$ cat config.mk
export PLATFORM = sky130hd
export DESIGN_NAME = atr_mode_select
export DESIGN_NICKNAME = d
export VERILOG_FILES = /design/src/rtl/atr_sel_pkg.sv /design/src/rtl/atr_por_sync.sv /design/src/rtl/atr_pin_sync.sv /design/src/rtl/atr_mode_fsm.sv /design/src/rtl/atr_frame_tx.sv /design/src/rtl/atr_mode_select.sv
export SDC_FILE = /design/constraint.sdc
export NUM_CORES = 1
export LEC_CHECK = 0
export BUFFER_PORTS_ARGS = -buffer_cell sky130_fd_sc_hd__buf_2
export CAP_MARGIN = 40
export CORE_UTILIZATION = 40
export CTS_CLUSTER_DIAMETER = 60
export CTS_CLUSTER_SIZE = 16
export DETAILED_ROUTE_END_ITERATION = 7
export GPL_TIMING_DRIVEN = 0
export PLACE_DENSITY = 0.7
export SETUP_SLACK_MARGIN = 0.1
export SLEW_MARGIN = 20
export SYNTH_ARGS = -nofsm -noshare
export SYNTH_HDL_FRONTEND = slang
export SYNTH_SLANG_ARGS = --single-unit
$ cat constraint.sdc
create_clock -name clk -period 1.4 [get_ports clk]
set_clock_uncertainty 0.15 [all_clocks]
set_input_delay 0.28 -clock clk [delete_from_list [all_inputs] [get_ports clk]]
set_output_delay 0.28 -clock clk [all_outputs]
set_load 0.1 [all_outputs]
$ cat src/rtl/atr_sel_pkg.sv
package atr_sel_pkg;

  // depth of the reset-release and pin-sampling flop chains
  localparam int unsigned SYNC_DEPTH = 2;

  // protocol selector states
  typedef enum logic [2:0] {
    MS_SENSE = 3'd0,  // watching the reset pin after power-up
    MS_SYNC  = 3'd1,  // two-wire mode locked
    MS_WAIT  = 3'd2,  // asynchronous mode, waiting before the first character
    MS_SEND  = 3'd3,  // answer-to-reset in progress
    MS_DONE  = 3'd4   // answer-to-reset finished
  } mode_state_t;

  // logic level of bit slot idx of one character (1 = released line)
  function automatic logic frame_level(input logic [7:0] chr, input int idx);
    logic lvl;
    if (idx == 0)
      lvl = 1'b0;                 // start bit
    else if (idx <= 8)
      lvl = chr[3'(idx - 1)];     // data, least significant first
    else if (idx == 9)
      lvl = ^chr;                 // even parity over data plus parity
    else
      lvl = 1'b1;                 // guard time
    return lvl;
  endfunction

endpackage

$ cat src/rtl/atr_por_sync.sv
module atr_por_sync
  import atr_sel_pkg::*;
(
  input  logic clk,
  input  logic por_n,
  output logic rst_n
);

  logic [SYNC_DEPTH-1:0] chain_q;

  always_ff @(posedge clk or negedge por_n) begin
    if (!por_n) chain_q <= '0;
    else        chain_q <= {chain_q[SYNC_DEPTH-2:0], 1'b1};
  end

  assign rst_n = chain_q[SYNC_DEPTH-1];

endmodule

$ cat src/rtl/atr_pin_sync.sv
module atr_pin_sync
  import atr_sel_pkg::*;
(
  input  logic clk,
  input  logic rst_n,
  input  logic pin,
  output logic pin_q
);

  logic [SYNC_DEPTH-1:0] stage_q;

  // reset to low so a high pin is only seen after real samples
  always_ff @(posedge clk or negedge rst_n) begin
    if (!rst_n) stage_q <= '0;
    else        stage_q <= {stage_q[SYNC_DEPTH-2:0], pin};
  end

  assign pin_q = stage_q[SYNC_DEPTH-1];

endmodule

$ cat src/rtl/atr_mode_fsm.sv
module atr_mode_fsm
  import atr_sel_pkg::*;
#(
  parameter int unsigned COLD_MIN  = 400,
  parameter int unsigned ATR_DELAY = 1000
) (
  input  logic clk,
  input  logic rst_n,
  input  logic pin_hi,
  input  logic tx_done,
  output logic tx_start,
  output logic async_mode
);

  localparam int unsigned LOW_W  = $clog2(COLD_MIN + 1);
  localparam int unsigned WAIT_W = $clog2(ATR_DELAY + 1);
  localparam logic [LOW_W-1:0]  LOW_MAX   = LOW_W'(COLD_MIN);
  localparam logic [WAIT_W-1:0] WAIT_LAST = WAIT_W'(ATR_DELAY - 1);

  mode_state_t       state_q, state_d;
  logic [LOW_W-1:0]  low_q, low_d;
  logic [WAIT_W-1:0] wait_q, wait_d;

  // next-state logic
  always_comb begin
    state_d  = state_q;
    low_d    = low_q;
    wait_d   = wait_q;
    tx_start = 1'b0;
    unique case (state_q)
      MS_SENSE: begin
        if (pin_hi) begin
          wait_d  = '0;
          state_d = (low_q == LOW_MAX) ? MS_WAIT : MS_SYNC;
        end else if (low_q != LOW_MAX) begin
          low_d = low_q + 1'b1;
        end
      end
      MS_WAIT: begin
        if (wait_q == WAIT_LAST) begin
          tx_start = 1'b1;
          state_d  = MS_SEND;
        end else begin
          wait_d = wait_q + 1'b1;
        end
      end
      MS_SEND: begin
        if (tx_done) state_d = MS_DONE;
      end
      MS_SYNC, MS_DONE: state_d = state_q;
      default: state_d = MS_SENSE;
    endcase
  end

  // registers
  always_ff @(posedge clk or negedge rst_n) begin
    if (!rst_n) begin
      state_q <= MS_SENSE;
      low_q   <= '0;
      wait_q  <= '0;
    end else begin
      state_q <= state_d;
      low_q   <= low_d;
      wait_q  <= wait_d;
    end
  end

  assign async_mode = (state_q == MS_WAIT) || (state_q == MS_SEND) ||
                      (state_q == MS_DONE);

  // two-wire choice is final
  a_r3_sync_locked: assert property (@(posedge clk) disable iff (!rst_n)
    (state_q == MS_SYNC) |=> (state_q == MS_SYNC));

  // asynchronous choice is final
  a_r4_async_locked: assert property (@(posedge clk) disable iff (!rst_n)
    async_mode |=> async_mode);

  // a single answer-to-reset request per power-up
  a_r4_one_request: assert property (@(posedge clk) disable iff (!rst_n)
    tx_start |=> (state_q == MS_SEND) && !tx_start);

endmodule

$ cat src/rtl/atr_frame_tx.sv
module atr_frame_tx
  import atr_sel_pkg::*;
#(
  parameter int unsigned ETU_CLKS   = 372,
  parameter int unsigned GUARD_ETUS = 2,
  parameter int unsigned ATR_BYTES  = 8
) (
  input  logic                   clk,
  input  logic                   rst_n,
  input  logic                   start,
  input  logic [8*ATR_BYTES-1:0] atr_data,
  output logic                   drive_low,
  output logic                   done
);

  localparam int unsigned FRAME_BITS = 10 + GUARD_ETUS;
  localparam int unsigned ETU_W  = $clog2(ETU_CLKS);
  localparam int unsigned BIT_W  = $clog2(FRAME_BITS);
  localparam int unsigned BYTE_W = (ATR_BYTES > 1) ? $clog2(ATR_BYTES) : 1;
  localparam logic [ETU_W-1:0]  ETU_LAST  = ETU_W'(ETU_CLKS - 1);
  localparam logic [BIT_W-1:0]  BIT_LAST  = BIT_W'(FRAME_BITS - 1);
  localparam logic [BYTE_W-1:0] BYTE_LAST = BYTE_W'(ATR_BYTES - 1);

  // split the string into characters
  logic [7:0] chr_arr [ATR_BYTES];
  for (genvar g = 0; g < ATR_BYTES; g++) begin : g_chr
    assign chr_arr[g] = atr_data[8*g +: 8];
  end

  logic              busy_q, busy_d;
  logic              drive_q, drive_d;
  logic              done_q, done_d;
  logic [ETU_W-1:0]  etu_q, etu_d;
  logic [BIT_W-1:0]  bit_q, bit_d;
  logic [BYTE_W-1:0] byte_q, byte_d;
  logic [7:0]        cur_chr;

  assign cur_chr = chr_arr[byte_q];

  // next-state logic
  always_comb begin
    busy_d  = busy_q;
    drive_d = drive_q;
    done_d  = done_q;
    etu_d   = etu_q;
    bit_d   = bit_q;
    byte_d  = byte_q;
    if (!busy_q) begin
      if (start && !done_q) begin
        busy_d  = 1'b1;
        etu_d   = '0;
        bit_d   = '0;
        byte_d  = '0;
        drive_d = 1'b1;               // first start bit
      end
    end else if (etu_q == ETU_LAST) begin
      etu_d = '0;
      if (bit_q == BIT_LAST) begin
        bit_d = '0;
        if (byte_q == BYTE_LAST) begin
          busy_d  = 1'b0;
          done_d  = 1'b1;
          drive_d = 1'b0;
        end else begin
          byte_d  = byte_q + 1'b1;
          drive_d = 1'b1;             // next start bit
        end
      end else begin
        bit_d   = bit_q + 1'b1;
        drive_d = !frame_level(cur_chr, int'(bit_q) + 1);
      end
    end else begin
      etu_d = etu_q + 1'b1;
    end
  end

  // registers
  always_ff @(posedge clk or negedge rst_n) begin
    if (!rst_n) begin
      busy_q  <= 1'b0;
      drive_q <= 1'b0;
      done_q  <= 1'b0;
      etu_q   <= '0;
      bit_q   <= '0;
      byte_q  <= '0;
    end else begin
      busy_q  <= busy_d;
      drive_q <= drive_d;
      done_q  <= done_d;
      etu_q   <= etu_d;
      bit_q   <= bit_d;
      byte_q  <= byte_d;
    end
  end

  assign drive_low = drive_q;
  assign done      = done_q;

  // the line only changes at a slot boundary
  a_r7_slot_hold: assert property (@(posedge clk) disable iff (!rst_n)
    (busy_q && (etu_q != ETU_LAST)) |=> $stable(drive_q));

  // a character opens with the line pulled low
  a_r6_start_low: assert property (@(posedge clk) disable iff (!rst_n)
    $rose(busy_q) |-> drive_q);

  // guard slots leave the line released
  a_r6_guard_free: assert property (@(posedge clk) disable iff (!rst_n)
    (busy_q && (int'(bit_q) >= 10)) |-> !drive_q);

  // finished flag holds and the line stays released
  a_r9_done_hold: assert property (@(posedge clk) disable iff (!rst_n)
    done_q |=> done_q && !drive_q && !busy_q);

endmodule

$ cat src/rtl/atr_mode_select.sv
module atr_mode_select
  import atr_sel_pkg::*;
#(
  parameter int unsigned ETU_CLKS   = 372,
  parameter int unsigned COLD_MIN   = 400,
  parameter int unsigned ATR_DELAY  = 1000,
  parameter int unsigned GUARD_ETUS = 2,
  parameter int unsigned ATR_BYTES  = 8
) (
  input  logic                   clk,
  input  logic                   por_n,
  input  logic                   rst_pin,
  input  logic [8*ATR_BYTES-1:0] atr_data,
  output logic                   async_mode,
  output logic                   io_drive_low,
  output logic                   atr_done
);

  logic rst_n;
  logic pin_hi;
  logic tx_start;
  logic tx_done;

  atr_por_sync u_por (
    .clk   (clk),
    .por_n (por_n),
    .rst_n (rst_n)
  );

  atr_pin_sync u_pin (
    .clk   (clk),
    .rst_n (rst_n),
    .pin   (rst_pin),
    .pin_q (pin_hi)
  );

  atr_mode_fsm #(
    .COLD_MIN  (COLD_MIN),
    .ATR_DELAY (ATR_DELAY)
  ) u_fsm (
    .clk        (clk),
    .rst_n      (rst_n),
    .pin_hi     (pin_hi),
    .tx_done    (tx_done),
    .tx_start   (tx_start),
    .async_mode (async_mode)
  );

  atr_frame_tx #(
    .ETU_CLKS   (ETU_CLKS),
    .GUARD_ETUS (GUARD_ETUS),
    .ATR_BYTES  (ATR_BYTES)
  ) u_tx (
    .clk       (clk),
    .rst_n     (rst_n),
    .start     (tx_start),
    .atr_data  (atr_data),
    .drive_low (io_drive_low),
    .done      (tx_done)
  );

  assign atr_done = tx_done;

  // no traffic on the line outside the asynchronous mode
  a_r5_quiet_unless_async: assert property (@(posedge clk) disable iff (!rst_n)
    !async_mode |-> !io_drive_low);

  // completion implies the asynchronous mode
  a_r9_done_async: assert property (@(posedge clk) disable iff (!rst_n)
    atr_done |-> async_mode);

endmodule

[After elaboration in Yosys (flattened, before gate mapping)]
Cells that the tools add are included.
Word-level totals
  register bits after elaboration: 45
  input port bits: 67
  output and inout bits: 3
  logic and storage cells: 102
Operators by class
  add/subtract/negate cells: 7
  $lt $le $gt $ge: 3
  equality and inequality tests: 18
  multiplexer cells: 43
  bitwise operators: 3
  reductions and logical operators: 17
Operators with widths (number)
  zero test 32 bit: 1
  2-to-1 mux 9 bit: 3
  binary-select mux 8 bit (select 3 bit): 1
  2-to-1 mux 3 bit: 8
  2-to-1 mux 10 bit: 2
  case mux 10 bit (2 select lines): 1
  2-to-1 mux 1 bit: 19
  adder 9 x 1 -> 9 bit (second input constant): 2
  equality test 9 bit (second input constant): 2
  2-to-1 mux 4 bit: 4
  2-to-1 mux 8 bit: 2
  case mux 3 bit (4 select lines): 1
  AND reduction 4 bit: 3
  adder 10 x 1 -> 10 bit (second input constant): 1
  equality test 10 bit (second input constant): 1
  inequality test 2 bit (second input constant): 5
  inequality test 9 bit (second input constant): 1
  parity 8 bit: 1
  equality test 3 x 2 -> 1 bit (second input constant): 2
  equality test 3 bit (second input constant): 2
  AND reduction 3 bit: 2
  adder 4 x 1 -> 5 bit (second input constant): 1
  equality test 5 x 4 -> 1 bit (second input constant): 1
  less-or-equal comparator 5 x 4 -> 1 bit (second input constant): 1
  other kinds (19): 24

[Longest topological paths before layout]
Gate-level depths: netlist of run 1.
  depth in word-level cells: 16
  gate-level depth with buffers: 9
  gate-level depth less buffers: 9

[Modules after synthesis]
From an unflattened synthesis of run 1, not the netlist that was laid out.
Second synthesis, totals
  cells, all modules: 330
  area, all modules: 3171.8 sq um
Modules (own cells, without submodules)
  atr_frame_tx: instances 1, cells an instance 200, area each 1836.8 sq um, sequential area each 475.5 sq um
  atr_mode_fsm: instances 1, cells an instance 125, area each 1231.2 sq um, sequential area each 550.5 sq um
  atr_por_sync: instances 1, cells an instance 3, area each 53.8 sq um, sequential area each 50.0 sq um
  atr_pin_sync: instances 1, cells an instance 2, area each 50.0 sq um, sequential area each 50.0 sq um

[Worst setup path before layout of run 1]
Ideal clock, no wire load.
  kind: flip-flop to flip-flop
  start point: register u_tx.done_q, in the netlist u_tx.done
  end point: register u_tx.drive_q, in the netlist u_tx.drive_low
  library setup time: 0.073 ns
  arrival: 2.432 ns
  data required time: 1.177 ns
  slack: -1.255 ns
  cell stages (with the launch flop): 8
  buffers on the path: 0
  clock period less this slack: 2.655 ns
  cell sequence: dfrtp_1 or4bb_1 nor4_4 o22ai_2 a2111oi_1 a211oi_1 a41o_1 a21oi_2
On the way
  word-level cells in the longest chain between the ends: 4
Ends and longest elaborated chain
  start: declaration: line atr_frame_tx.sv:32  | logic done_q, done_d;
  start signal: assignment: line atr_frame_tx.sv:89  | done_q <= done_d;
  zero test 1 bit: line atr_frame_tx.sv:49  | if (start && !done_q) begin
  logical AND 1 bit: line atr_frame_tx.sv:49
  nonzero test 2 bit (no line)
  AND reduction 2 bit (no line)
  end signal: assignment: line atr_frame_tx.sv:88  | drive_q <= drive_d;
  end: declaration: line atr_frame_tx.sv:31  | logic drive_q, drive_d;
No other way between the ends.
A chain may end at the register's enable or synchronous reset.

[Worst setup path in the final report of run 1]
  start point: register u_fsm.state_q[0]
  end point: register u_tx.drive_q, in the netlist u_tx.drive_low
On the way
  word-level cells in the longest chain between the ends: 5
Ends and longest elaborated chain
  start: declaration: line atr_mode_fsm.sv:20  | mode_state_t state_q, state_d;
  start signal: assignment: line atr_mode_fsm.sv:62  | state_q <= state_d;
  equality test 3 x 2 -> 1 bit: line atr_mode_fsm.sv:30  | unique case (state_q)
  2-to-1 mux 1 bit: line atr_mode_fsm.sv:30
  logical AND 1 bit: line atr_frame_tx.sv:49
  nonzero test 2 bit (no line)
  AND reduction 2 bit (no line)
No other way between the ends.

==> results by group, run 1 <==
Power
  • Net switching power: 0.5948 mW
  • Final Power: 2.669 mW
  • Clock network power share: about two fifths
  • Sw Ratio: 22.28%
  • Pwr Density: 568.8 nW/um2
  • Pint: 2.075 mW
  • Leak: roughly 2.0 nW
  • IR Drop Worst-Case VDD: 0.0003298 V
  • Flop pwr share: 49.9%
  • Comb power frac: between 10% and 20%

Critical path
  • Worst reg2reg path startpoint: u_fsm.state_q[0]
  • Setup crit start: u_fsm.state_q[0]
  • WP buf/inv: 0
  • CP max stage delay: 480 ps
  • Worst EP required: 1490 ps
  • Worst setup EP type: flop
  • CP Depth: 7
  • R2R depth: 7
  • CP Cell Sequence: or3b_4 -> nor4_4 -> o22ai_2 -> a2111oi_4 -> a211oi_2 -> a41o_1 -> a21oi_2
  • Startpoint types: flop
  • CP Max Fanout: 5
  • Crit Path Class: reg -> reg
  • Crit path max-delay cell type: or3b_4
  • Reg-to-reg slack, setup: -990 ps
  • Worst EP arrival: 2480 ps
  • Delay-heaviest family, CP: compound AO/OA/AOI/OAI gates
  • Worst R2R End: u_tx.drive_low
  • Critical Path End: u_tx.drive_low

Logic synthesis
  • Synth top area share: 36.92%
  • Mapped Cells: 317
  • Largest cells by area after synthesis: dfrtp_1, xnor2_1, nand2_1, ha_1, mux4_2
  • Count leader, synth: dfrtp_1
  • Synth cell types: 61
  • Most instantiated cells after synthesis: dfrtp_1, nand2_1, nor2_1
  • Number of flops mapped to enable cells by yosys: 0
  • Post-synthesis sequential area ratio: 36.92%
  • Syn nets: 393
  • Synth Cell Area: 3050 um2
  • Synth Flop Type: dfrtp_1
  • Yosys warns: 0
  • Area leader, netlist: dfrtp_1
  • Post-synthesis async set-or-reset flop share: between 90% and 100%
  • Syn avg cell area: 9.623 um2
  • Synthesis-stage register bit count: 45

GRT
  • GRT Util Overall: 21.58%
  • Largest net degree at the start of global routing: 23
  • Initial antenna violation count: 0
  • GRT overflow: 0
  • Global-route wire length before repair: 13,340 um
  • Vias in the first global route: 2,979

Layout
  • Finished Core Util: about 64%
  • Fill count: 558
  • Final std cells w/o fill: 548
  • Share of layout cells above drive strength 1: 51.22%
  • Area Overhead vs Synth: 53.86%
  • # diodes: 0
  • Multi-input logic area: 2295 um2
  • Final Instance Area: 4693 um2
  • Layout Nets: 524
  • Reg area: about 1100 um2

STA
  • Hold Vio Cnt, Final: 0
  • Count of final setup violators: 42
  • Slew HR: approximately 64%
  • Fin. max-slew vios: 0
  • Achievable frequency: 418.4 MHz
  • Least-Margin Pin Slew: between 500 and 600 ps
  • Final TNS setup: -24,210 ps
  • RSZ-0062 raised after global routing: yes
  • Part of the cycle the worst path needs: 170.7%
  • Final worst slack: -989.9 ps
  • Final Critical Period: 2390 ps

Floorplan
  • Core ar.: 7331 um2
  • Starting density of the core: 41.61%
  • Die area: approximately 8000 um2
  • Die Y-Extent: 89.33 um
  • # IOs: 70
  • Die Width: 89.33 um
  • Row cnt: 31

Clock network
  • Num CTS Buffers: 5
  • Max H-tree Level: 2
  • Clk_lat worst skew: 310 ps
  • Max Root-Sink Buffers: 2
  • CTS tree: yes
  • CTS root buf: clkbuf_8
  • CTS Sinks: 45
  • Clk slew on worst S/H paths: 90 ps

Route
  • DRC: 0
  • Vias/cell: 5.445
  • Initial DRC count: a little under 100
  • WL/cell: 15.88 um
  • DRT Pass-1 Iters: 4
  • Remaining antenna violation count: 0
  • Routed WL: 8700 um
  • Via count: 2,984

Outcome
  • Failing checks: setup timing
  • Outcome: finished, violations left

Placement
  • Placed wire-length estimate: roughly 5400 um
  • Inst Count DP: 486
  • Dpl cell area: approximately 3700 um2
  • PortBufs: 69
  • GPL Wtd Cong: 0.8308

Worst hold path
  • Class of the worst hold path: reg -> async

Job
  • Max-cap violations: 0
## worst min-delay path by stage
stage | from | endpoint | slack (ps) | cells past startpoint
after global routing | u_por.chain_q[1] | u_fsm.low_q[4] | 160 | 0
after detailed placement | por_n | u_por.chain_q[0] | -80 | 1
final | u_por.chain_q[1] | u_fsm.low_q[4] | 110 | 0
after floorplan | por_n | u_por.chain_q[0] | -170 | 0
after CTS | u_por.chain_q[1] | u_fsm.low_q[1] | 120 | 0
after global placement | por_n | u_por.chain_q[0] | -80 | 1
## routing by layer
layer	GRT usage [%]	vias to the layer above	part of all wire, %
met5	0	-	0
met4	7.937	0	1.9
met3	3.232	12	4.9
met2	39.97	111	53
met1	25.15	1429	40
li1	-	1432	-
## per-stage QoR
stage                     setup slack [ps]  hold WS (ps)
after floorplan                      -1012        -165.6
after global placement               -1236        -84.87
after detailed placement             -1281        -82.27
after CTS                           -970.3         125.0
after global routing                 -1093         159.2
final                               -989.9         107.3
## cell usage in the layout (no fill, tap or decap), types with 3 or more instances in the layout
| cell | instances |
|---|---|
| dfrtp_1 | 38 |
| buf_4 | 38 |
| clkbuf_8 | 7 |
| nand2b_4 | 4 |
| buf_2 | 68 |
| nor2_1 | 19 |
| xnor2_1 | 14 |
| mux2_1 | 7 |
| ha_4 | 3 |
| nand2_1 | 27 |
| o22ai_2 | 4 |
| or3_1 | 5 |
| a31oi_1 | 3 |
| dfrtp_2 | 6 |
| ha_1 | 4 |
| or2_4 | 3 |
| mux4_2 | 5 |
| nand2_4 | 3 |
| nand4_1 | 5 |
| a22o_1 | 3 |
| mux2i_1 | 10 |
| o22ai_1 | 6 |
| a21oi_1 | 5 |
| xor2_1 | 7 |
| buf_12 | 4 |
| o21ai_0 | 5 |
| o21ai_1 | 14 |
| nor4_4 | 4 |
| mux2_2 | 7 |
| nand3_1 | 7 |
| nand2_2 | 4 |
| o21ai_2 | 3 |
| a21oi_2 | 3 |
| buf_6 | 19 |
| inv_1 | 7 |
| xnor2_2 | 3 |
| and3_1 | 6 |
## logic make-up after synthesis
logic type                 after synthesis  synth area share (%)
DFF                                     45                 36.92
other                                    1                0.1229
adders and majority gates                9                 3.692
buffers and inverters                   20                 3.199
and+or+nand+nor                        121                 22.23
xor gates and xnor gates                24                 6.891
muxes                                   30                 12.47
AOI/OAI and AO/OA                       67                 14.48
## worst reg2reg max path: stages (launching register included)
cell and delay [ps]:
dfrtp_2 460, or3b_4 480, nor4_4 360, o22ai_2 210
a2111oi_4 260, a211oi_2 100, a41o_1 230, a21oi_2 90
## power by group through the flow
stage	Sequential, mW	Combinational [mW]	Clock [mW]
2_1_floorplan	1.36	0.112	0
3_5_place_dp	1.36	0.241	0
4_1_cts	1.33	0.280	1.04
3_3_place_gp	1.37	0.217	0
5_1_grt	1.33	0.328	1.10
6_report	1.33	0.300	1.04
## sequential cells by signal, summed over array words and instances (netlist names)
register and cells:
u_fsm.state_q 3, u_tx.drive_low 1, u_fsm.low_q 9, u_pin.stage_q 2, u_tx.done 1, u_por.chain_q 2
u_tx.byte_q 3, u_tx.etu_q 9, u_fsm.wait_q 10, u_tx.bit_q 4, u_tx.busy_q 1
## what timing repair did
| action | CTS | global route |
|---|---|---|
| endpoints found under the setup margin | 43 | 43 |
| pin swaps | 29 | 23 |
| setup buffers | 31 | 23 |
| hold endpoints to repair | 3 | 0 |
| hold buffers | 2 | 0 |
| gates resized for setup | 65 | 51 |
| cloned | 1 | 0 |
## final cells by class
cell class	instances	share of cell area (%)
Tap cell	99	2.639
Inverter	10	0.8531
Clock inverter	1	0.6398
Clock buffer	7	1.840
Buffer	9	1.893
Multi-Input combinational cell	253	48.89
Timing Repair Buffer	124	19.01
Sequential cell	45	24.23
Note: power is estimated with default switching activity, not from simulation.
==> inputs of run 2 (changes only) <==
--- a/config.mk
+++ b/config.mk
@@ -14,3 +14,3 @@
 export GPL_TIMING_DRIVEN = 0
-export PLACE_DENSITY = 0.7
+export PLACE_DENSITY = 0.69
 export SETUP_SLACK_MARGIN = 0.1
@@ -19,2 +19,3 @@
 export SYNTH_HDL_FRONTEND = slang
+export SYNTH_HIERARCHICAL = 1
 export SYNTH_SLANG_ARGS = --single-unit
--- a/constraint.sdc
+++ b/constraint.sdc
@@ -4,2 +4,2 @@
 set_output_delay 0.28 -clock clk [all_outputs]
-set_load 0.1 [all_outputs]
+set_load 0.02 [all_outputs]
==> run 2 against run 1 <==
Non-clock buffer count stayed put. Critical path type unchanged. The run ends with hold timing, setup timing left. Utilization is 0.33 points lower. Via count is 5.6% higher. Final area is 4.3% higher. Largest cell class unchanged. Highest routed layer unchanged. Synthesized area is 4.0% higher. Critical endpoint is now u_tx/drive_low. Register-to-register slack better by 30 ps. Total power is 35% higher. Synthesized cell count is 4.1% higher.
==> results by group, run 2 <==
Outcome
  • Outcome: finished, violations left
  • Failing checks: hold timing, setup timing

Logic synthesis
  • Synth Flop Type: dfrtp_1
  • Most instantiated cells after synthesis: dfrtp_1, nand2_1, o21ai_0
  • Syn nets: between 400 and 500
  • Largest cells by area after synthesis: dfrtp_1, mux2i_1, mux2_2, o21ai_0, ha_1
  • Area leader, netlist: dfrtp_1
  • Synth cell types: 60
  • Yosys warns: 6
  • Synth Area in Compound Gates: 17.99%
  • Synth Area in Simple Gates: 19.92%
  • Post-Synth XOR/XNOR Area: 4.970%
  • Mux cell area share after synthesis: a little over an eighth
  • Mapped Cells: between 300 and 400
  • Synthesis-stage register bit count: between 40 and 50
  • Synth Cell Area: 3172 um2
  • Post-synthesis async set-or-reset flop share: between 90% and 100%
  • Post-synthesis sequential area ratio: 35.50%
  • Synth top area share: 35.50%
  • Syn avg cell area: approximately 9.6 um2
  • Count leader, synth: dfrtp_1
  • Number of flops mapped to enable cells by yosys: 0
  • Synth Area in Adders: 3.550%
  • Largest family of logic cells by synthesized area: simple AND/OR/NAND/NOR gates

Floorplan
  • Core ar.: slightly below 8000 um2
  • Die Width: between 90 and 100 um
  • Starting density of the core: 41.26%
  • Die Y-Extent: 91.05 um
  • Row cnt: 32
  • Die area: between 8000 and 9000 um2
  • # IOs: 70

Route
  • Remaining antenna violation count: 0
  • Vias/cell: approximately 5.6
  • DRC: 0
  • WL/cell: 16.07 um
  • Via count: 3,150
  • DRT Pass-1 Iters: 4
  • Routed WL: 8982 um
  • Initial DRC count: 140

Critical path
  • Crit Path Class: reg -> reg
  • Setup crit start: u_tx/byte_q[0]
  • Worst EP required: 1430 ps
  • Worst reg2reg path startpoint: u_tx/byte_q[0]
  • CP max stage delay: 490 ps
  • WP buf/inv: 3
  • Worst setup EP type: flop
  • Worst R2R End: u_tx/drive_low
  • Reg-to-reg slack, setup: -960 ps
  • Critical Path Most Common Cell: buf_12
  • R2R depth: 10
  • CP Max Fanout: 9
  • Startpoint types: flop
  • Crit path max-delay cell type: mux4_2
  • Worst EP arrival: between 2000 and 2500 ps
  • Delay-heaviest family, CP: multiplexers
  • CP Cell Sequence: buf_6 -> buf_12 -> buf_12 -> mux2i_2 -> a2bb2oi_2 -> o211ai_1 -> mux4_2 -> o2bb2ai_2 -> o31ai_2 -> o21ai_1

Layout
  • Biggest register: u_fsm/wait_q
  • Max reg flops: 10
  • Share of layout cells above drive strength 1: between 50% and 60%
  • Layout Nets: 532
  • Commonest cells after routing, fill and taps aside: buf_2, dfrtp_1, buf_4, buf_6, nand2_1
  • Fill count: 590
  • Commonest non-fill, non-tap cell in the layout: buf_2
  • Final std cells w/o fill: 559
  • Area Overhead vs Synth: 54.36%
  • Finished Core Util: 63.69%
  • Top Registers: u_fsm/wait_q (10), u_fsm/low_q (9), u_tx/etu_q (9)
  • # diodes: 0

GRT
  • GRT Util Overall: between 20 and 25%
  • Initial antenna violation count: 0
  • Largest net degree at the start of global routing: 34
  • Vias in the first global route: 3,078
  • Global-route wire length before repair: 14,030 um
  • GRT overflow: 0

Clock network
  • Max Root-Sink Buffers: 2
  • Num CTS Buffers: 5
  • CTS Sinks: 45
  • CTS root buf: clkbuf_8
  • Clk slew on worst S/H paths: around 80 ps
  • CTS tree: yes
  • Clk_lat worst skew: about 300 ps
  • Max H-tree Level: 2

Power
  • Leak: a little over 2 nW
  • IR Drop Worst-Case VDD: 0.0004626 V
  • Pwr Density: 738.1 nW/um2

STA
  • Worst hold margin: -11.34 ps
  • Part of the cycle the worst path needs: 168.6%
  • Final Critical Period: 2360 ps
  • Least-Margin Pin Slew: 651.4 ps
  • RSZ-0062 raised after global routing: yes
  • Slew HR: 56.48%
  • Count of final setup violators: 41
  • Hold Vio Cnt, Final: 10
  • Achievable frequency: 423.7 MHz
  • Fin. max-slew vios: 0
  • Final worst slack: -960.3 ps
  • Final TNS setup: -19,030 ps

Worst hold path
  • Class of the worst hold path: reg -> async

Job
  • Max-cap violations: 0

Placement
  • Placed wire-length estimate: 5305 um
  • PortBufs: 69
  • GPL Wtd Cong: 0.8135
  • Inst Count DP: approximately 500
==> run 2: how the worst max path moves through the flow <==
stage,end,slack [ps],cells after the start
6_report,u_tx/drive_low,-960,10
3_5_place_dp,u_tx/drive_low,-990,10
3_3_place_gp,u_tx/drive_low,-990,7
5_1_grt,u_tx/drive_low,-1080,10
2_1_floorplan,u_tx/drive_low,-830,10
4_1_cts,u_tx/drive_low,-980,10
==> run 2: logic make-up (layout without fill, tap and decap cells) <==
family          count (synthesis)  count (layout)
simple gates                  113             113
compound gates                 84              84
flops                          45              45
mux                            37              37
buf+inv                        23             150
xor+xnor                       18              18
fa+ha+maj                       9               9
other cells                     1               1
==> run 2: what timing repair did <==
| item | in CTS | in global routing |
|---|---|---|
| hold buffers | 2 | 0 |
| buffers inserted | 31 | 22 |
| hold endpoints to repair | 3 | 0 |
| pin swaps | 27 | 32 |
| setup endpoints to repair | 43 | 44 |
| gates cloned | 2 | 0 |
| resized for setup | 58 | 68 |
==> run 2: layer usage <==
layer	up-vias	GRT usage (%)	wire [um]
li1	1486	-	-
met1	1533	23.78	3616
met2	120	38.01	4793
met3	11	3.434	432
met4	0	7.540	140
met5	-	0	0
==> run 2: power breakdown <==
part           total (mW)  internal, mW  leakage (nW)  switching [mW]
Combinational        1.11         0.616          1.43           0.492
Sequential           1.51          1.39         0.579           0.116
Clock                1.00         0.535        0.0543           0.465
Total                3.61          2.54          2.07            1.07
==> run 2: stage by stage <==
step / area (um2) / setup WS (ps) / power [mW]
global route: 4896 / -1081 / 3.786
CTS: 4514 / -979.7 / 3.462
global placement: 3827 / -994.3 / 2.152
floorplan: 3354 / -826.8 / 1.968
finish: 4896 / -960.3 / 3.614
detailed placement: 3847 / -988.9 / 2.184
==> run 2: final cells by class <==
class | count | area [um2] | area share [%]
buffer | 11 | 130.1 | 2.658
clock buffer | 5 | 68.82 | 1.406
clock inverter | 3 | 46.29 | 0.9456
inverter | 9 | 33.78 | 0.6900
multi-input combinational | 262 | 2435 | 49.73
sequential | 45 | 1146 | 23.41
tap | 102 | 127.6 | 2.607
timing repair buffer | 122 | 908.4 | 18.55
